File: src/rtl/spd_ctl.sv
module spd_ctl #(
  parameter int DIV_W = 7
) (
  input  logic             clk,
  input  logic             rst_n,
  input  logic             osc_tick,
  input  logic             rtc_tick,
  input  logic             pll_tick,
  input  logic             spd_we,
  input  logic [DIV_W+3:0] spd_wdata,
  input  logic             isr_we,
  input  logic [DIV_W+3:0] isr_wdata,
  input  logic             irq_enter,
  input  logic             irq_return,
  output logic             core_en,
  output logic             timer_en,
  output logic [1:0]       act_src,
  output logic [DIV_W-1:0] act_div,
  output logic             osc_off,
  output logic             pll_off,
  output logic             sel_err,
  output logic             in_isr
);
  localparam int SW     = DIV_W + 4;
  localparam int SRC_LO = DIV_W;
  localparam int OSC_B  = DIV_W + 2;
  localparam int PLL_B  = DIV_W + 3;

  logic [SW-1:0]    cfg_q, isr_q, save_q, act_q;
  logic [DIV_W-1:0] cnt_q;
  logic             in_q, err_q;

  function automatic logic bad_sel(input logic [SW-1:0] s);
    logic [1:0] src;
    src = s[SRC_LO+1:SRC_LO];
    return (src == 2'd3) || (src == 2'd0 && s[OSC_B]) || (src == 2'd2 && s[PLL_B]);
  endfunction

  logic tick, pulse, enter_go, ret_go, spd_go, any_wr;
  logic [1:0] a_src;

  assign a_src = act_q[SRC_LO+1:SRC_LO];
  always_comb begin
    case (a_src)
      2'd0:    tick = osc_tick;
      2'd1:    tick = rtc_tick;
      2'd2:    tick = pll_tick;
      default: tick = 1'b0;
    endcase
  end

  assign pulse    = tick && (cnt_q == '0);
  assign enter_go = irq_enter && !in_q;
  assign ret_go   = irq_return && in_q;
  assign spd_go   = spd_we && !enter_go && !ret_go;
  assign any_wr   = spd_go || isr_we;

  always_ff @(posedge clk) begin
    if (!rst_n) begin
      act_q <= '0;
      cnt_q <= '0;
    end else if (tick) begin
      if (cnt_q == '0) begin
        act_q <= cfg_q;
        cnt_q <= cfg_q[DIV_W-1:0];
      end else begin
        cnt_q <= cnt_q - 1'b1;
      end
    end
  end

  always_ff @(posedge clk) begin
    if (!rst_n) begin
      cfg_q  <= '0;
      save_q <= '0;
      in_q   <= 1'b0;
    end else if (enter_go) begin
      save_q <= cfg_q;
      cfg_q  <= isr_q;
      in_q   <= 1'b1;
    end else if (ret_go) begin
      cfg_q  <= save_q;
      in_q   <= 1'b0;
    end else if (spd_go && !bad_sel(spd_wdata)) begin
      cfg_q  <= spd_wdata;
    end
  end

  always_ff @(posedge clk) begin
    if (!rst_n) begin
      isr_q <= '0;
      err_q <= 1'b0;
    end else begin
      if (isr_we && !bad_sel(isr_wdata)) isr_q <= isr_wdata;
      if (any_wr)
        err_q <= (spd_go && bad_sel(spd_wdata)) || (isr_we && bad_sel(isr_wdata));
    end
  end

  assign core_en  = pulse;
  assign timer_en = tick;
  assign act_src  = a_src;
  assign act_div  = act_q[DIV_W-1:0];
  assign osc_off  = act_q[OSC_B];
  assign pll_off  = act_q[PLL_B];
  assign sel_err  = err_q;
  assign in_isr   = in_q;


  cnt_in_range_chk: assert property (@(posedge clk) disable iff (!rst_n)
    cnt_q <= act_q[DIV_W-1:0]);


  act_hold_chk: assert property (@(posedge clk) disable iff (!rst_n)
    !core_en |=> $stable(act_q));


  live_src_chk: assert property (@(posedge clk) disable iff (!rst_n)
    !((a_src == 2'd2 && pll_off) || (a_src == 2'd0 && osc_off) || a_src == 2'd3));


  reject_flag_chk: assert property (@(posedge clk) disable iff (!rst_n)
    (spd_we && !irq_enter && !irq_return && !isr_we && bad_sel(spd_wdata)) |=> sel_err);


  stray_return_chk: assert property (@(posedge clk) disable iff (!rst_n)
    (!in_isr && irq_return && !irq_enter) |=> !in_isr);


  no_nest_chk: assert property (@(posedge clk) disable iff (!rst_n)
    (in_isr && irq_enter && !irq_return) |=> ($stable(save_q) && in_isr));
endmodule

File: config.mk
export PLATFORM = sky130hd
export DESIGN_NAME = spd_ctl
export DESIGN_NICKNAME = d
export VERILOG_FILES = /design/src/rtl/spd_ctl.sv
export SDC_FILE = /design/constraint.sdc
export NUM_CORES = 1
export LEC_CHECK = 0
export BUFFER_PORTS_ARGS = -buffer_cell sky130_fd_sc_hd__buf_4
export CAP_MARGIN = 15
export CORE_MARGIN = 4
export CORE_UTILIZATION = 52
export DETAILED_ROUTE_END_ITERATION = 8
export PLACE_DENSITY = 0.76
export SLEW_MARGIN = 20
export SYNTH_ARGS = -nofsm -noshare
export SYNTH_HDL_FRONTEND = slang
export SYNTH_SLANG_ARGS = --single-unit
File: constraint.sdc
create_clock -name clk -period 1.79 [get_ports clk]
set_input_delay 0.2685 -clock clk [delete_from_list [all_inputs] [get_ports clk]]
set_output_delay 0.2685 -clock clk [all_outputs]
set_load 0.05 [all_outputs]
======== Word-level counts from Yosys, hierarchy flattened ========
Index checks and enable logic that the tools add are counted.
cells by class
  add/sub/neg operators ................... 1
  equality and inequality tests ........... 6
  multiplexer cells ....................... 7
  reductions and logical operators ........ 31
operators with widths
  operator             count
  $mux 11              3
  $logic_and 1x1->1    13
  $eq 2x2->1 const B   5
  $logic_not 7->1      1
  $mux 7               1
  $sub 7x1->7 const B  1
  $logic_not 2->1      3
  $logic_or 1x1->1     6
  $logic_not 1->1      5
  $pmux 1 s3           1
  $reduce_bool 3->1    1
  $eq 2x1->1 const B   1
  $mux 1               2
  $reduce_and 2->1     1
  $reduce_bool 2->1    1
storage, ports and cells
  register bits ........................... 53
  output and inout port bits .............. 15
  word-level logic and storage cells ...... 52

======== Depth between registers and ports, before layout ========
  word-level depth ........................ 9
  depth in mapped cells ................... 7
  mapped depth without buffers ............ 6

======== Worst setup path before layout ========
Ideal clock, no wire load.
  path kind ............................... register to register
  start point ............................. reg in_q (netlist: in_isr)
  end point ............................... reg cfg_q[4]
  arrival ................................. 1.736 ns
  slack ................................... -0.078 ns
  stages on the path, launching flop included .. 7
  path through ............................ dfxtp_1 > buf_2 > mux2_2 > a31oi_2 > buf_4 > a211o_1 > a21oi_1
between the ends
  longest elaborated chain between the ends .. 7
RTL lines
  item                                RTL line  source
  start: declaration                  31        logic in_q, err_q;
  start signal: assignment            76        in_q <= 1'b0;
  start signal: assignment            80        in_q <= 1'b1;
  start signal: assignment            83        in_q <= 1'b0;
  $logic_not 1->1                     53        assign enter_go = irq_enter && !in_q;
  $logic_and 1x1->1                   53
  $logic_not 1->1                     55        assign spd_go = spd_we && !enter_go && !ret_go;
  $logic_and 1x1->1 (2 in series)     55
  $logic_and 1x1->1                   84        end else if (spd_go && !bad_sel(spd_wdata)) begin
  $reduce_bool 3->1 (no source line)  n/a
  end signal: assignment              79        cfg_q <= isr_q;
  end signal: assignment              82        cfg_q <= save_q;
  end signal: assignment              85        cfg_q <= spd_wdata;
  end: declaration                    29        logic [SW-1:0] cfg_q, isr_q, save_q, act_q;
Several ways; a longest one is shown, not always the timed one.
A chain may end at the register's enable or synchronous reset.

======== Worst setup path after layout ========
  start point ............................. reg cnt_q[0]
  end point ............................... out core_en
between the ends
  longest elaborated chain between the ends .. 2
RTL lines
  item                      RTL line  source
  start: declaration        30        logic [DIV_W-1:0] cnt_q;
  start signal: assignment  65        cnt_q <= cfg_q[DIV_W-1:0];
  start signal: assignment  67        cnt_q <= cnt_q - 1'b1;
  $logic_not 7->1           52        assign pulse = tick && (cnt_q == '0);
  $logic_and 1x1->1         52
  end: declaration          15        output logic core_en,
No other way between the ends.

==> impl_metrics.json <==
{
  "dr.pass1.iters": 4,
  "clkLatencyLatePin_ps": 310,
  "first_global_vias": 2353,
  "synth_seq_cells": 53,
  "drtAntennaViolNets": 0,
  "regArea_mm2": 0.00107,
  "fin_crit_sh_pct": 102,
  "p_sw_share_pct": 37.9,
  "hold_path_depth": 3,
  "globalRouteOverflowTotal": 0,
  "status": "finished with violations",
  "p_int_uw": 2550,
  "p_comb_share_pct": 47.8,
  "synth_nets": 346,
  "ys_top_cells_by_area": "dfxtp_1 (40%), nand2_1 (8.9%), mux2i_1 (8.8%)",
  "port_buffers": 45,
  "cp.arrival_ps": 1560,
  "fp.dieW_um": 79.0,
  "cellLeakagePower_uw": 0.00128,
  "wl_per_cell_um": 14.5,
  "startpoint_type": "register",
  "p_sw_uw": 1560,
  "pin_count": 46,
  "setup_viol": 1,
  "power_uw": 4110,
  "cts-root-buf": "clkbuf_8",
  "r2r_cells": 8,
  "whs_ps": 217,
  "hold_buffers": 0,
  "start_util_pct": 54.4,
  "wl_met1_mm": 2.78,
  "stdcell_count": 434,
  "finalHoldViolCount": 0,
  "fin_skew_ps": 8.01,
  "vias": 2445,
  "clk_pin_slew_ps": 100,
  "max-vdd-ir-drop_uv": 864,
  "place_ws_ps": 132,
  "synth_top_area_share_pct": 40.5,
  "relSlewSlack_pct": 64.4,
  "mostFrequentLayoutCell": "buf_4",
  "power_frac_seq_pct": 35.9,
  "p_clk_share_pct": 16.3,
  "rrSetupSlack_ps": 140,
  "worst-path-max-fanout": 3,
  "htree_levels": 2,
  "synth_top_cell_by_area": "dfxtp_1",
  "syn-cell-area_mm2": 0.00262,
  "drv_slew": 0,
  "route.met2.wl_mm": 3.19,
  "rsz0062_at_grt": "yes",
  "grt_pass1_wl_mm": 10.8,
  "failed_checks": "negative setup slack",
  "synthArstFlopShare_pct": 0,
  "hp-class": "in2reg",
  "clock-sinks": 53,
  "worst_slack_ps": -36.8,
  "grt_usage_pct": 21.3,
  "drt_iter0_drc": 83,
  "cp-endpoint": "core_en",
  "top_layer": "met4",
  "cts_tree": "built",
  "syn_inst": 313,
  "core_mm2": 0.00482,
  "cp-end-kind": "primary output",
  "synthFlopType": "dfxtp_1",
  "antenna_found_initial": 0,
  "nFillCells": 437,
  "numCtsBuffers": 5,
  "multiInputGateArea_mm2": 0.00144,
  "layout_common_cells": "buf_4 (64), nand2_1 (62), dfxtp_1 (49), a21oi_1 (39), mux2i_1 (23)",
  "yosys_warnings": 0,
  "grt_max_degree": 28,
  "fmax_mhz": 547,
  "synth_edf_count": 0,
  "p_per_area_mw_per_mm2": 1280,
  "synthToLayoutAreaGrowth_pct": 22.8,
  "drive_gt1_share_pct": 24.8,
  "dr_wl_met3_um": 263,
  "crit_required_ps": 1520,
  "core.rowCount": 25,
  "nets": 399,
  "synth_cell_type_count": 44,
  "clk_path_buf_depth": 2,
  "post_drt_via_cell_ratio": 5.63,
  "drc": 0,
  "diodes": 0,
  "seq_area_frac_synth_pct": 40.5,
  "synth.avg_cell_area_um2": 8.37,
  "rr_endpoint": "act_q[1]",
  "fp.dieH_um": 79.0,
  "crit_path_start": "cnt_q[0]",
  "critical_path_class": "reg2out",
  "routed_wl_mm": 6.31,
  "r2r-start": "cnt_q[0]",
  "hpwl_mm": 4.46,
  "place_congestion": 0.869,
  "dp.cells": 417,
  "dieArea_mm2": 0.00624,
  "post-route-min-period_ps": 1830,
  "final_util_pct": 66.8,
  "worst_pin_slew_ps": 534,
  "max_cap_viol_count": 0
}
==> layer usage <==
layer | up-vias | track usage (%)
met4 | 0 | 6.53
met1 | 1170 | 26.9
met3 | 8 | 3.63
met5 | - | 0
li1 | 1219 | -
met2 | 48 | 37.1
==> critical path: stages, from the launching register on <==
cell     delay [ps]
dfxtp_2         340
inv_2            90
ha_4            150
nor4b_4         240
nand2_2         130
nor2_4          150
buf_8           150
==> flip-flops by register name, indices dropped and copies added (netlist names) <==
| name | cells |
|---|---|
| cfg_q | 11 |
| sel_err | 1 |
| in_isr | 1 |
| act_q | 11 |
| cnt_q | 7 |
| save_q | 11 |
| isr_q | 11 |
==> through the flow <==
step / instance area (um2) / TNS [ps]
5_1_grt: 3220 / -76.7
4_1_cts: 3180 / 0
6_report: 3220 / -36.8
3_5_place_dp: 3040 / 0
3_3_place_gp: 3040 / 0
2_1_floorplan: 2620 / 0
==> cell usage after synthesis (all sizes together), types with 2 or more instances <==
cell type and instances:
a211o 12, a211oi 11, a21oi 39, a31oi 5
buf 9, clkbuf 11, dfxtp 53, ha 2
inv 7, mux2 4, mux2i 23, nand2 63
nand2b 5, nand3 13, nand4 2, nor2 6
nor2b 13, nor4b 2, o21ai 18
==> cells by family after synthesis <==
group                    count (synthesis)  share of synthesized area (%)
flip-flops                              53                           40.5
multiplexers                            27                           10.5
adder cells (fa/ha/maj)                  2                          0.955
AND/OR/NAND/NOR                        109                           20.3
buffers and inverters                   27                           5.06
AO/OA/AOI/OAI                           95                           22.6
==> power by group through the flow <==
| stage | registers, uW | logic [uW] | clock network [uW] |
|---|---|---|---|
| 2_1_floorplan | 1570 | 1140 | 0 |
| 3_3_place_gp | 1490 | 1620 | 0 |
| 3_5_place_dp | 1500 | 1660 | 0 |
| 4_1_cts | 1470 | 1850 | 680 |
| 5_1_grt | 1490 | 2120 | 726 |
| 6_report | 1470 | 1960 | 670 |
==> cell type report <==
type / count / area share [%]
Sequential cell: 53 / 33.1
Tap cell: 67 / 2.60
Timing Repair Buffer: 66 / 16.0
Clock buffer: 5 / 2.14
Clock inverter: 3 / 0.544
Inverter: 7 / 0.816
Multi-Input combinational cell: 233 / 44.8
==> worst min path at each step <==
| stage | endpoint | start | slack (ps) |
|---|---|---|---|
| 2_1_floorplan | isr_q[0] | isr_wdata[0] | 420 |
| 3_3_place_gp | act_q[10] | act_q[10] | 440 |
| 3_5_place_dp | save_q[1] | save_q[1] | 450 |
| 4_1_cts | isr_q[0] | isr_wdata[0] | 220 |
| 5_1_grt | isr_q[2] | isr_wdata[2] | 220 |
| 6_report | isr_q[3] | isr_wdata[3] | 220 |
==> repair_timing <==
item	4_1_cts	5_1_grt
gates cloned	0	0
setup buffers	5	4
resized for setup	7	2
endpoints found under the setup margin	1	2
pin swaps	3	3
Note: power is estimated with default switching activity, not from simulation.
